==> config.mk <==
export PLATFORM = sky130hd
export DESIGN_NAME = nseq_top
export DESIGN_NICKNAME = d
export VERILOG_FILES = /design/src/rtl/nseq_pkg.sv /design/src/rtl/nseq_decode.sv /design/src/rtl/nseq_bus.sv /design/src/rtl/nseq_rbwait.sv /design/src/rtl/nseq_top.sv
export SDC_FILE = /design/constraint.sdc
export NUM_CORES = 1
export LEC_CHECK = 0
export ABC_AREA = 1
export BUFFER_PORTS_ARGS = -buffer_cell sky130_fd_sc_hd__buf_2
export CAP_MARGIN = 20
export CORE_UTILIZATION = 50
export DETAILED_ROUTE_END_ITERATION = 8
export PLACE_DENSITY = 0.79
export SLEW_MARGIN = 10
export SYNTH_ARGS = -nofsm -noshare
export SYNTH_HDL_FRONTEND = slang
export SYNTH_SLANG_ARGS = --single-unit
==> constraint.sdc <==
create_clock -name clk -period 2.6 [get_ports clk]
set_clock_uncertainty 0.2 [all_clocks]
set_input_delay 0.39 -clock clk [delete_from_list [all_inputs] [get_ports clk]]
set_output_delay 0.39 -clock clk [all_outputs]
set_load 0.01 [all_outputs]
==> src/rtl/nseq_pkg.sv <==
package nseq_pkg;

   typedef enum logic [1:0] {BK_CMD, BK_ADDR, BK_RD} bus_kind_t;

   typedef enum logic [3:0] {
      S_IDLE, S_CMD1, S_ADDR, S_CMD2E, S_WAIT, S_DATA, S_CMD2L, S_STAT, S_FIN
   } seq_st_t;

   // step flags of one fixed bus pattern
   typedef struct packed {
      logic has_addr;
      logic cmd2_early;
      logic has_wait;
      logic has_data;
      logic data_in;
      logic cmd2_late;
      logic is_stat;
   } pat_t;

   localparam int OP_BITS = 11;
   // operation bits that start something; 1 and 5 are reserved
   localparam logic [OP_BITS-1:0] OP_VALID = 11'b111_1101_1101;

   function automatic pat_t op_pattern(input logic [3:0] idx);
      pat_t p;
      p = '0;
      case (idx)
         4'd0:  p = '{1'b1, 1'b1, 1'b1, 1'b1, 1'b1, 1'b0, 1'b0}; // page read
         4'd2:  p = '{1'b1, 1'b1, 1'b1, 1'b0, 1'b0, 1'b0, 1'b0}; // erase
         4'd3:  p = '{1'b0, 1'b0, 1'b0, 1'b0, 1'b0, 1'b0, 1'b1}; // status
         4'd4:  p = '{1'b1, 1'b0, 1'b0, 1'b1, 1'b0, 1'b1, 1'b0}; // program
         4'd6:  p = '{1'b1, 1'b0, 1'b0, 1'b1, 1'b1, 1'b0, 1'b0}; // read id
         4'd7:  p = '{1'b1, 1'b0, 1'b1, 1'b1, 1'b1, 1'b0, 1'b0}; // param read
         4'd8:  p = '{1'b0, 1'b0, 1'b1, 1'b0, 1'b0, 1'b0, 1'b0}; // reset
         4'd9:  p = '{1'b1, 1'b0, 1'b1, 1'b1, 1'b1, 1'b0, 1'b0}; // get feature
         4'd10: p = '{1'b1, 1'b0, 1'b0, 1'b1, 1'b0, 1'b0, 1'b0}; // set feature
         default: p = '0;
      endcase
      return p;
   endfunction

endpackage

==> src/rtl/nseq_decode.sv <==
module nseq_decode
   import nseq_pkg::*;
#(
   parameter int PW = OP_BITS
) (
   input  logic [PW-1:0] prog_bits,
   output logic          valid,
   output pat_t          pat
);
   generate
      if (PW != OP_BITS) begin : g_bad_pw
         $error("nseq_decode: PW must equal OP_BITS");
      end
   endgenerate

   logic [PW-1:0] masked;
   logic [3:0]    idx;

   assign masked = prog_bits & OP_VALID;
   assign valid  = |masked;

   // lowest set operation bit wins
   always_comb begin
      idx = 4'd0;
      for (int i = PW - 1; i >= 0; i--) begin
         if (masked[i]) idx = 4'(i);
      end
   end

   assign pat = op_pattern(idx);
endmodule

==> src/rtl/nseq_bus.sv <==
module nseq_bus
   import nseq_pkg::*;
#(
   parameter int T_SU = 2,
   parameter int T_WP = 3,
   parameter int T_HD = 2
) (
   input  logic      clk,
   input  logic      rst_n,
   input  logic      go,
   input  bus_kind_t kind,
   input  logic [7:0] byte_in,
   input  logic [7:0] io_in,
   output logic      fin,
   output logic      cle,
   output logic      ale,
   output logic      we_n,
   output logic      re_n,
   output logic [7:0] io_out,
   output logic      io_oe,
   output logic [7:0] rd_byte
);
   localparam int LEN = T_SU + T_WP + T_HD;
   localparam int CW  = $clog2(LEN + 1);
   localparam logic [CW-1:0] C_SU   = CW'(T_SU);
   localparam logic [CW-1:0] C_PEND = CW'(T_SU + T_WP);
   localparam logic [CW-1:0] C_LAST = CW'(LEN - 1);
   localparam logic [CW-1:0] C_SAMP = CW'(T_SU + T_WP - 1);

   generate
      if (T_SU < 1 || T_WP < 1 || T_HD < 1) begin : g_bad_timing
         $error("nseq_bus: each phase needs at least one clock");
      end
   endgenerate

   logic          act;
   logic [CW-1:0] cnt;
   bus_kind_t     kq;
   logic [7:0]    bq;
   logic          in_pulse;

   always_ff @(posedge clk or negedge rst_n) begin
      if (!rst_n) begin
         act     <= 1'b0;
         cnt     <= '0;
         kq      <= BK_CMD;
         bq      <= '0;
         rd_byte <= '0;
      end else if (!act) begin
         if (go) begin
            act <= 1'b1;
            cnt <= '0;
            kq  <= kind;
            bq  <= byte_in;
         end
      end else begin
         if (kq == BK_RD && cnt == C_SAMP) rd_byte <= io_in;
         if (cnt == C_LAST) act <= 1'b0;
         else               cnt <= cnt + 1'b1;
      end
   end

   assign in_pulse = act && (cnt >= C_SU) && (cnt < C_PEND);
   assign cle      = act && (kq == BK_CMD);
   assign ale      = act && (kq == BK_ADDR);
   assign we_n     = !(in_pulse && kq != BK_RD);
   assign re_n     = !(in_pulse && kq == BK_RD);
   assign io_oe    = act && (kq != BK_RD);
   assign io_out   = act ? bq : 8'h00;
   assign fin      = act && (cnt == C_LAST);

   assert_latch_excl_R3: assert property (@(posedge clk) disable iff (!rst_n)
      !(cle && ale));
   assert_we_needs_latch_R3: assert property (@(posedge clk) disable iff (!rst_n)
      $fell(we_n) |-> (cle || ale));
   assert_byte_held_R3: assert property (@(posedge clk) disable iff (!rst_n)
      (act && !fin) |=> $stable(io_out));
   assert_read_no_drive_R9: assert property (@(posedge clk) disable iff (!rst_n)
      $fell(re_n) |-> !io_oe);
endmodule

==> src/rtl/nseq_rbwait.sv <==
module nseq_rbwait #(
   parameter int NT = 2,
   parameter int TW = 16,
   localparam int SW = (NT > 1) ? $clog2(NT) : 1
) (
   input  logic          clk,
   input  logic          rst_n,
   input  logic [NT-1:0] rb_n,
   input  logic [SW-1:0] sel,
   input  logic          arm,
   input  logic [TW-1:0] limit,
   output logic [NT-1:0] rdy_sts,
   output logic          ok,
   output logic          tmo
);
   logic [TW-1:0] cnt;
   logic          rdy;

   always_ff @(posedge clk or negedge rst_n) begin
      if (!rst_n) begin
         rdy_sts <= '1;
         cnt     <= '0;
      end else begin
         rdy_sts <= rb_n;
         if (!arm)     cnt <= '0;
         else if (!rdy) cnt <= cnt + 1'b1;
      end
   end

   assign rdy = rdy_sts[sel];
   assign ok  = arm && rdy;
   assign tmo = arm && !rdy && (cnt == limit - TW'(1));

   assert_sts_follows_R7: assert property (@(posedge clk) disable iff (!rst_n)
      $past(rst_n) |-> (rdy_sts == $past(rb_n)));
   assert_no_ok_and_tmo_R8: assert property (@(posedge clk) disable iff (!rst_n)
      !(ok && tmo));
endmodule

==> src/rtl/nseq_top.sv <==
module nseq_top
   import nseq_pkg::*;
#(
   parameter int NT   = 2,
   parameter int TW   = 16,
   parameter int T_SU = 2,
   parameter int T_WP = 3,
   parameter int T_HD = 2
) (
   input  logic          clk,
   input  logic          rst_n,
   input  logic          prog_wr,
   input  logic [10:0]   prog_bits,
   input  logic [31:0]   cmd_word,
   input  logic [31:0]   addr_lo,
   input  logic [31:0]   addr_hi,
   input  logic [TW-1:0] tmo_limit,
   input  logic [NT-1:0] rb_n,
   input  logic [7:0]    io_in,
   input  logic          data_end,
   output logic [7:0]    io_out,
   output logic          io_oe,
   output logic          cle,
   output logic          ale,
   output logic          we_n,
   output logic          re_n,
   output logic [NT-1:0] ce_n,
   output logic          data_go,
   output logic          data_dir,
   output logic [NT-1:0] ready_sts,
   output logic [7:0]    flash_sts,
   output logic          busy,
   output logic          done,
   output logic          busy_err,
   output logic          tmo_err
);
   localparam int SW = (NT > 1) ? $clog2(NT) : 1;
   localparam logic [2:0] NT_L    = 3'(NT);
   localparam logic [2:0] MAX_ADR = 3'd5;

   generate
      if (NT < 1 || NT > 4) begin : g_bad_nt
         $error("nseq_top: NT must be 1 to 4");
      end
      if (TW < 2) begin : g_bad_tw
         $error("nseq_top: TW must be at least 2");
      end
   endgenerate

   seq_st_t     state;
   pat_t        pat_q, dec_pat;
   logic        dec_valid;
   logic [7:0]  cmd1_q, cmd2_q;
   logic [2:0]  nadr_q, aidx, nadr_in;
   logic [39:0] abytes_q;
   logic [1:0]  cs_q;
   logic        issued;
   logic        start_ok, start_req;

   // bus unit interface
   logic       bus_go, bus_fin;
   bus_kind_t  bus_kind;
   logic [7:0] bus_byte, rd_byte;
   logic       bus_state;
   logic       wt_ok, wt_tmo;

   nseq_decode u_dec (
      .prog_bits (prog_bits),
      .valid     (dec_valid),
      .pat       (dec_pat)
   );

   assign start_req = prog_wr && dec_valid;
   assign start_ok  = start_req && (state == S_IDLE) && ({1'b0, addr_hi[31:30]} < NT_L);
   assign nadr_in   = (cmd_word[30:28] > MAX_ADR) ? MAX_ADR : cmd_word[30:28];

   // successor of each step, following the pattern flags
   seq_st_t nx_data, nx_wait, nx_c2, nx_addr, nx_c1;
   assign nx_data = pat_q.cmd2_late  ? S_CMD2L : S_FIN;
   assign nx_wait = pat_q.has_data   ? S_DATA  : nx_data;
   assign nx_c2   = pat_q.has_wait   ? S_WAIT  : nx_wait;
   assign nx_addr = pat_q.cmd2_early ? S_CMD2E : nx_c2;
   assign nx_c1   = pat_q.is_stat ? S_STAT :
                    (pat_q.has_addr && nadr_q != 3'd0) ? S_ADDR : nx_addr;

   always_ff @(posedge clk or negedge rst_n) begin
      if (!rst_n) begin
         state     <= S_IDLE;
         pat_q     <= '0;
         cmd1_q    <= '0;
         cmd2_q    <= '0;
         nadr_q    <= '0;
         aidx      <= '0;
         abytes_q  <= '0;
         cs_q      <= '0;
         issued    <= 1'b0;
         flash_sts <= '0;
         busy_err  <= 1'b0;
         tmo_err   <= 1'b0;
      end else begin
         if (bus_go) issued <= 1'b1;
         if (start_req && state != S_IDLE) busy_err <= 1'b1;
         case (state)
            S_IDLE: if (start_ok) begin
               state    <= S_CMD1;
               pat_q    <= dec_pat;
               cmd1_q   <= cmd_word[7:0];
               cmd2_q   <= cmd_word[15:8];
               nadr_q   <= nadr_in;
               abytes_q <= {addr_hi[7:0], addr_lo};
               cs_q     <= addr_hi[31:30];
               aidx     <= '0;
               issued   <= 1'b0;
               busy_err <= 1'b0;
               tmo_err  <= 1'b0;
            end
            S_CMD1: if (bus_fin) begin
               state  <= nx_c1;
               issued <= 1'b0;
            end
            S_ADDR: if (bus_fin) begin
               issued <= 1'b0;
               if (aidx == nadr_q - 3'd1) begin
                  aidx  <= '0;
                  state <= nx_addr;
               end else begin
                  aidx <= aidx + 3'd1;
               end
            end
            S_CMD2E: if (bus_fin) begin
               state  <= nx_c2;
               issued <= 1'b0;
            end
            S_WAIT: begin
               if (wt_ok)       state <= nx_wait;
               else if (wt_tmo) begin
                  state   <= S_IDLE;
                  tmo_err <= 1'b1;
               end
            end
            S_DATA: if (data_end) state <= nx_data;
            S_CMD2L: if (bus_fin) begin
               state  <= S_FIN;
               issued <= 1'b0;
            end
            S_STAT: if (bus_fin) begin
               state     <= S_FIN;
               issued    <= 1'b0;
               flash_sts <= rd_byte;
            end
            S_FIN:   state <= S_IDLE;
            default: state <= S_IDLE;
         endcase
      end
   end

   assign bus_state = (state == S_CMD1) || (state == S_ADDR) || (state == S_CMD2E) ||
                      (state == S_CMD2L) || (state == S_STAT);
   assign bus_go    = bus_state && !issued;
   assign bus_kind  = (state == S_STAT) ? BK_RD : (state == S_ADDR) ? BK_ADDR : BK_CMD;
   assign bus_byte  = (state == S_CMD1) ? cmd1_q :
                      (state == S_ADDR) ? abytes_q[{aidx, 3'b000} +: 8] : cmd2_q;

   nseq_bus #(.T_SU(T_SU), .T_WP(T_WP), .T_HD(T_HD)) u_bus (
      .clk     (clk),
      .rst_n   (rst_n),
      .go      (bus_go),
      .kind    (bus_kind),
      .byte_in (bus_byte),
      .io_in   (io_in),
      .fin     (bus_fin),
      .cle     (cle),
      .ale     (ale),
      .we_n    (we_n),
      .re_n    (re_n),
      .io_out  (io_out),
      .io_oe   (io_oe),
      .rd_byte (rd_byte)
   );

   nseq_rbwait #(.NT(NT), .TW(TW)) u_rb (
      .clk     (clk),
      .rst_n   (rst_n),
      .rb_n    (rb_n),
      .sel     (cs_q[SW-1:0]),
      .arm     (state == S_WAIT),
      .limit   (tmo_limit),
      .rdy_sts (ready_sts),
      .ok      (wt_ok),
      .tmo     (wt_tmo)
   );

   assign busy     = (state != S_IDLE);
   assign done     = (state == S_FIN);
   assign data_go  = (state == S_DATA);
   assign data_dir = pat_q.data_in;

   for (genvar g = 0; g < NT; g++) begin : g_ce
      assign ce_n[g] = !(busy && cs_q == 2'(g));
   end

   assert_pulse_then_idle_R11: assert property (@(posedge clk) disable iff (!rst_n)
      done |=> !busy);
   assert_single_ce_R6: assert property (@(posedge clk) disable iff (!rst_n)
      $countones(~ce_n) <= 1);
   assert_idle_no_ce_R6: assert property (@(posedge clk) disable iff (!rst_n)
      !busy |-> (&ce_n));
   assert_refuse_flag_R12: assert property (@(posedge clk) disable iff (!rst_n)
      (start_req && busy) |=> busy_err);
   assert_tmo_from_wait_R8: assert property (@(posedge clk) disable iff (!rst_n)
      $rose(tmo_err) |-> $past(state == S_WAIT));
   assert_data_holds_R10: assert property (@(posedge clk) disable iff (!rst_n)
      (data_go && !data_end) |=> data_go);
endmodule

Word level (Yosys, flattened, before mapping) --
Memory sizes are Yosys's and may differ from the RTL's. A register that Yosys moved wholly into a read port is not among the register bits. Cells that the tools add are included.
Storage, ports and cells: flip-flop bits (word level) 119, memory bits (read-only) 112, output and inout port bits 31, memories 1
Memories:
- (name not given) | depth 16, width 7, rd ports 1, clocked after Yosys merged registers in 1, write ports 0, line nseq_pkg.sv:27 | case (idx)
Cells by class: $add $sub $neg 5, order comparisons 5, eq/ne operators 28, shifts and indexed selects 1, mux-type cells 56, bitwise operators 1, reduce and logical (&&, ||, !) cells 50
Operators with widths (number):
- 4-bit 2-to-1 mux | 24
- 40-bit by 7-bit variable part select with 8-bit output | 1
- 16-bit 2-to-1 mux | 2
- 4-bit case mux with 7 select lines | 1
- 8-bit 2-to-1 mux | 3
- 2-bit != test, second input constant | 11
- 3-bit 2-to-1 mux | 7
- 1-bit logical AND | 20
- 16-bit by 1-bit adder with 16-bit output, second input constant | 1
- 16-bit == test | 1
- 4-bit by 3-bit == test with 1-bit output, second input constant | 4
- 16-bit by 1-bit subtractor with 16-bit output, second input constant | 1
- 1-bit 2-to-1 mux | 15
- 2-bit AND reduction | 5
- 9-bit OR reduction | 1
- 4-bit by 2-bit == test with 1-bit output, second input constant | 2
- 8-bit AND reduction | 1
- 1-bit zero test | 7
- 3-bit by 1-bit adder with 3-bit output, second input constant | 2
- 3-bit == test, second input constant | 2
- 3-bit case mux with 2 select lines | 1
- 2-bit nonzero test | 3
- 5-bit OR reduction | 1
- 2-bit by 1-bit == test with 1-bit output, second input constant | 2
- 23 further kinds | 28

Logic depth before layout (Yosys ltp) --
word-level depth 9, mapped depth 17

By module --
From an unflattened synthesis, not the netlist that was laid out.
Second synthesis, totals: cell total of the unflattened synthesis 1007, area total of the unflattened synthesis 7488.4 um^2
By module, submodules not included:
- nseq_top | times used 1, cells an instance 545, area an instance 4459.3 um^2, sequential area each 2152.1 um^2
- nseq_rbwait | times used 1, cells an instance 279, area an instance 1682.9 um^2, sequential area each 452.9 um^2
- nseq_bus | times used 1, cells an instance 130, area an instance 1078.5 um^2, sequential area each 550.5 um^2
- nseq_decode | times used 1, cells an instance 53, area an instance 267.8 um^2, sequential area each 0.0 um^2

Worst setup path after synthesis --
Ideal clock, no wire load.
kind input -> register, start point input tmo_limit[0], end point register state[0], library setup time 0.117 ns, data arrival time 1.651 ns, data required time 2.283 ns, setup slack 0.632 ns, stages on the path 15, buffers on the path 0, path through inv_1 -> ha_1 -> nand2_1 -> nor2_1 -> nand2_1 -> nand2_1 -> nand2_1 -> nor2_1 -> nand2_1 -> nor2_1 -> nand2_1 -> nand2_1 -> nand2_2 -> nand2_1 -> nand2_1
Between the ends: longest elaborated chain between the ends 5
RTL lines:
- start: declaration | line nseq_top.sv:17 | input logic [TW-1:0] tmo_limit,
- 16-bit by 1-bit subtractor with 16-bit output | line nseq_rbwait.sv:32 | assign tmo = arm && !rdy && (cnt == limit - TW'(1));
- 16-bit == test | line nseq_rbwait.sv:32
- 1-bit logical AND | line nseq_rbwait.sv:32
- 3-bit != test (no source line)
- 8-bit AND reduction (no source line)
- end signal: assignment | line nseq_top.sv:118 | state <= nx_c1;
- end signal: assignment | line nseq_top.sv:125 | state <= nx_addr;
- end signal: assignment | line nseq_top.sv:131 | state <= nx_c2;
- end: declaration | line nseq_top.sv:50 | seq_st_t state;
Every way passes these cells. A chain may end at the register's enable or synchronous reset.

Worst setup path in the final report --
start point register state[0], end point register cmd1_q[3]
Between the ends: longest elaborated chain between the ends 4
RTL lines:
- 4-bit zero test * | line nseq_top.sv:74, nseq_top.sv:103
- 1-bit logical AND (2 in a row) | line nseq_top.sv:74 | assign start_ok = start_req && (state == S_IDLE) && ({1'b0, addr_hi[31:30]} < NT_L);
- 2-bit AND reduction (no source line) *
- end signal: assignment | line nseq_top.sv:107 | cmd1_q <= cmd_word[7:0];
- end: declaration | line nseq_top.sv:53 | logic [7:0] cmd1_q, cmd2_q;
Mark *: on every way between the ends. The rest lies on a longest branch, timed or not.

==> results.sh <==
export IMPL_status="finished, final reports clean"
export IMPL_clkLatencyLatePin_ps=410
export IMPL_timing_final_crit_period_ps=2340
export IMPL_multi_input_area_um2=3030
export IMPL_postCtsSetupBuffers=0
export IMPL_htree_levels=4
export IMPL_cts_reportedPaths_clkPinSlew_ps=60
export IMPL_rsz0062_at_grt="no"
export IMPL_yosys_area_top_type="dfrtp_1"
export IMPL_gp_congestion=0.857
export IMPL_cpPeakStageDelay_ps=430
export IMPL_cp_start_kind="register"
export IMPL_crit_arrival_ps=2450
export IMPL_std_cell_rows=41
export IMPL_clockRootBuffer="clkbuf_16"
export IMPL_drive_above_1_share_pct=17.4
export IMPL_place_hpwl_um=11200
export IMPL_avgRoutedWirePerCell_um=13.1
export IMPL_cts_sinks=126
export IMPL_p_leak_nw=4.57
export IMPL_grt_max_degree=45
export IMPL_drc=0
export IMPL_grt_usage_pct=25.8
export IMPL_grt_pass1_wl_um=28600
export IMPL_synth_area_top_cells="dfrtp_1, nand2_1, o21ai_0, inv_1, nor2_1"
export IMPL_async_reset_ff_share_pct=100
export IMPL_synth_flop_cell="dfrtp_1"
export IMPL_tns_ps=0
export IMPL_hp_class="in2reg"
export IMPL_required_ps=2700
export IMPL_crit_buf_inv=4
export IMPL_coreArea_um2=12800
export IMPL_crit_type="reg2reg"
export IMPL_synth_edf_count=0
export IMPL_powerDensity_nw_per_um2=966
export IMPL_power_mw=8.43
export IMPL_fin_nets=1239
export IMPL_maxCapViolCount=0
export IMPL_syn_instance_count=894
export IMPL_cts_made_buffers=17
export IMPL_synth_top_family_by_area="simple AND/OR/NAND/NOR gates"
export IMPL_synth_xor_area_share_pct=2.44
export IMPL_finalHoldViolCount=0
export IMPL_synth_net_count=1042
export IMPL_ys_seq_area_share_pct=47.3
export IMPL_dieArea_um2=13800
export IMPL_yosys_warnings=0
export IMPL_path_delay_family="simple AND/OR/NAND/NOR gates"
export IMPL_portBuffers=130
export IMPL_postCtsHoldBufs=61
export IMPL_setup_violations=0
export IMPL_via_per_inst=5.06
export IMPL_ioPinCount=168
export IMPL_first_global_vias=6298
export IMPL_yosys_area_share_simple_pct=28.7
export IMPL_worst_pin_slew_ps=799
export IMPL_synth_compound_area_share_pct=12.2
export IMPL_diodes=0
export IMPL_relSlewSlack_pct=46.5
export IMPL_cts_resized_gates=0
export IMPL_end_kind="register"
export IMPL_vias=6454
export IMPL_cts_tree="yes"
export IMPL_synth_avg_cell_area_um2=7.46
export IMPL_synth_area_mux_share_pct=0
export IMPL_grt_overflow=0
export IMPL_synthAdderAreaFrac_pct=2.06
export IMPL_final_fill_count=1063
export IMPL_synthDistinctLibCells=42
export IMPL_ir_drop_mv=0.575
export IMPL_slew_violations=0
export IMPL_die_y_um=118
export IMPL_antenna_found_initial=0
export IMPL_worstPathMaxFanout=35
export IMPL_syn_to_final_growth_pct=30.9
export IMPL_first_pass_iters=5
export IMPL_crit_chain="nor2_2 > inv_2 > nor2_4 > inv_2 > nor2_2 > nand3_2 > buf_4 > buf_4 > nand2_1 > nand2_1"
export IMPL_fmax_ghz=0.427
export IMPL_ant_nets=0
export IMPL_slowest_stage="dfrtp_1"
export IMPL_fin_crit_sh_pct=90.1
export IMPL_ctsLongestPathBuffers=2
export IMPL_totalWireLength_um=16700
export IMPL_drt_initial_drc_count=433
export IMPL_register_area_um2=3160
export IMPL_start_util_pct=52.0
export IMPL_synthesis_area_um2=6670
export IMPL_die_w_um=118
export IMPL_synth_top_cell_area_share_pct=46.5
export IMPL_ys_ff_latch=126
-- cell usage after synthesis (all sizes together) (2+ instances only) --
master	count
nand2	327
dfrtp	124
inv	97
nor2	86
o21ai	72
a21oi	32
nand3	31
clkbuf	17
nor3	14
ha	11
buf	10
o22ai	10
xnor2	9
a221oi	8
a2bb2oi	8
xor2	7
nand4	5
a31oi	4
nand3b	4
and2	2
clkinv	2
dfstp	2
o2111ai	2
-- tightest hold or removal path, cell delays in order --
cell,delay [ps]
buf_2,70
nand2_1,50
o21ai_0,70
-- report_power, final --
group	internal (mW)	leakage, nW	total [mW]	switching, mW
combinational	1.20	2.74	3.09	1.89
sequential	2.68	1.57	3.15	0.465
clock	1.36	0.266	2.19	0.836
-- final timing paths --
kind | from | to | slack, ps | depth (start not counted)
max | state[0]$_DFFE_PN0P_ | cmd1_q[3]$_DFFE_PN0P_ | 260 | 10
max reg2reg | state[0]$_DFFE_PN0P_ | cmd1_q[3]$_DFFE_PN0P_ | 260 | 10
min reg2reg | abytes_q[18]$_DFFE_PN0P_ | abytes_q[18]$_DFFE_PN0P_ | 280 | 2
min in group asynchronous | rst_n | u_rb.cnt[2]$_DFFE_PN0P_ | 320 | 2
min | io_in[1] | u_bus.rd_byte[1]$_DFFE_PN0P_ | 10 | 3
max in group asynchronous | rst_n | u_rb.rdy_sts[0]$_DFF_PN1_ | 1210 | 3
-- sequential cells by signal (all words and copies together) (netlist names) --
signal         flops
u_bus.act          1
nadr_q             3
u_bus.bq           8
data_dir           1
u_rb.cnt          16
u_bus.kq           2
abytes_q          40
u_rb.rdy_sts       2
cs_q               2
flash_sts          8
busy_err           1
state              4
aidx               3
pat_q              6
tmo_err            1
u_bus.rd_byte      8
issued             1
cmd1_q             8
u_bus.cnt          3
cmd2_q             8
-- layout make-up --
type | instances | area share, %
Clock buffer | 22 | 5.32
Clock inverter | 10 | 1.03
Inverter | 99 | 4.26
Multi-Input combinational cell | 642 | 34.7
Sequential cell | 126 | 36.1
Tap cell | 172 | 2.47
Timing Repair Buffer | 205 | 16.1
-- stage by stage --
| step | instance area, um^2 | utilization (%) | hold WS (ps) | worst slack, ps | std cells |
|---|---|---|---|---|---|
| after global routing | 8730 | 68.1 | 25.1 | 76.5 | 1276 |
| final | 8730 | 68.1 | 14.0 | 258 | 1276 |
| after CTS | 8730 | 68.1 | 5.94 | 288 | 1276 |
| after detailed placement | 7560 | 59.0 | 216 | 239 | 1183 |
| after global placement | 7560 | 59.0 | 218 | 268 | 1183 |
| after floorplan | 6670 | - | -106 | 632 | 894 |
-- cells in the final DEF, fill, tap and decap left out, drive strengths merged, types with 2 or more instances in the layout --
cell type,count
nand3,31
dfrtp,124
nor3,14
clkbuf,22
ha,11
inv,97
xnor2,9
nor2,86
a2bb2oi,8
a21oi,32
and2,2
buf,144
clkinvlp,3
o2111ai,2
a31oi,4
nand4,5
a221oi,8
o21ai,72
o22ai,10
clkinv,8
xor2,7
dlygate4sd3,61
nand2,327
nand3b,4
dfstp,2
-- cells by family (layout without fill, tap and decap cells) --
logic type | Yosys count | in the layout
compound gates | 142 | 142
xor+xnor | 17 | 17
fa+ha+maj | 11 | 11
buf+inv | 126 | 336
flops | 126 | 126
simple gates | 472 | 472
-- layer usage --
layer	vias to the layer above	part of all wire [%]	GRT usage [%]
li1	3257	-	-
met1	2979	44	31.9
met2	187	50	44.7
met3	31	4.6	5.04
met4	0	2.0	9.46
met5	-	0	0
Note: power is estimated with default switching activity, not from simulation.
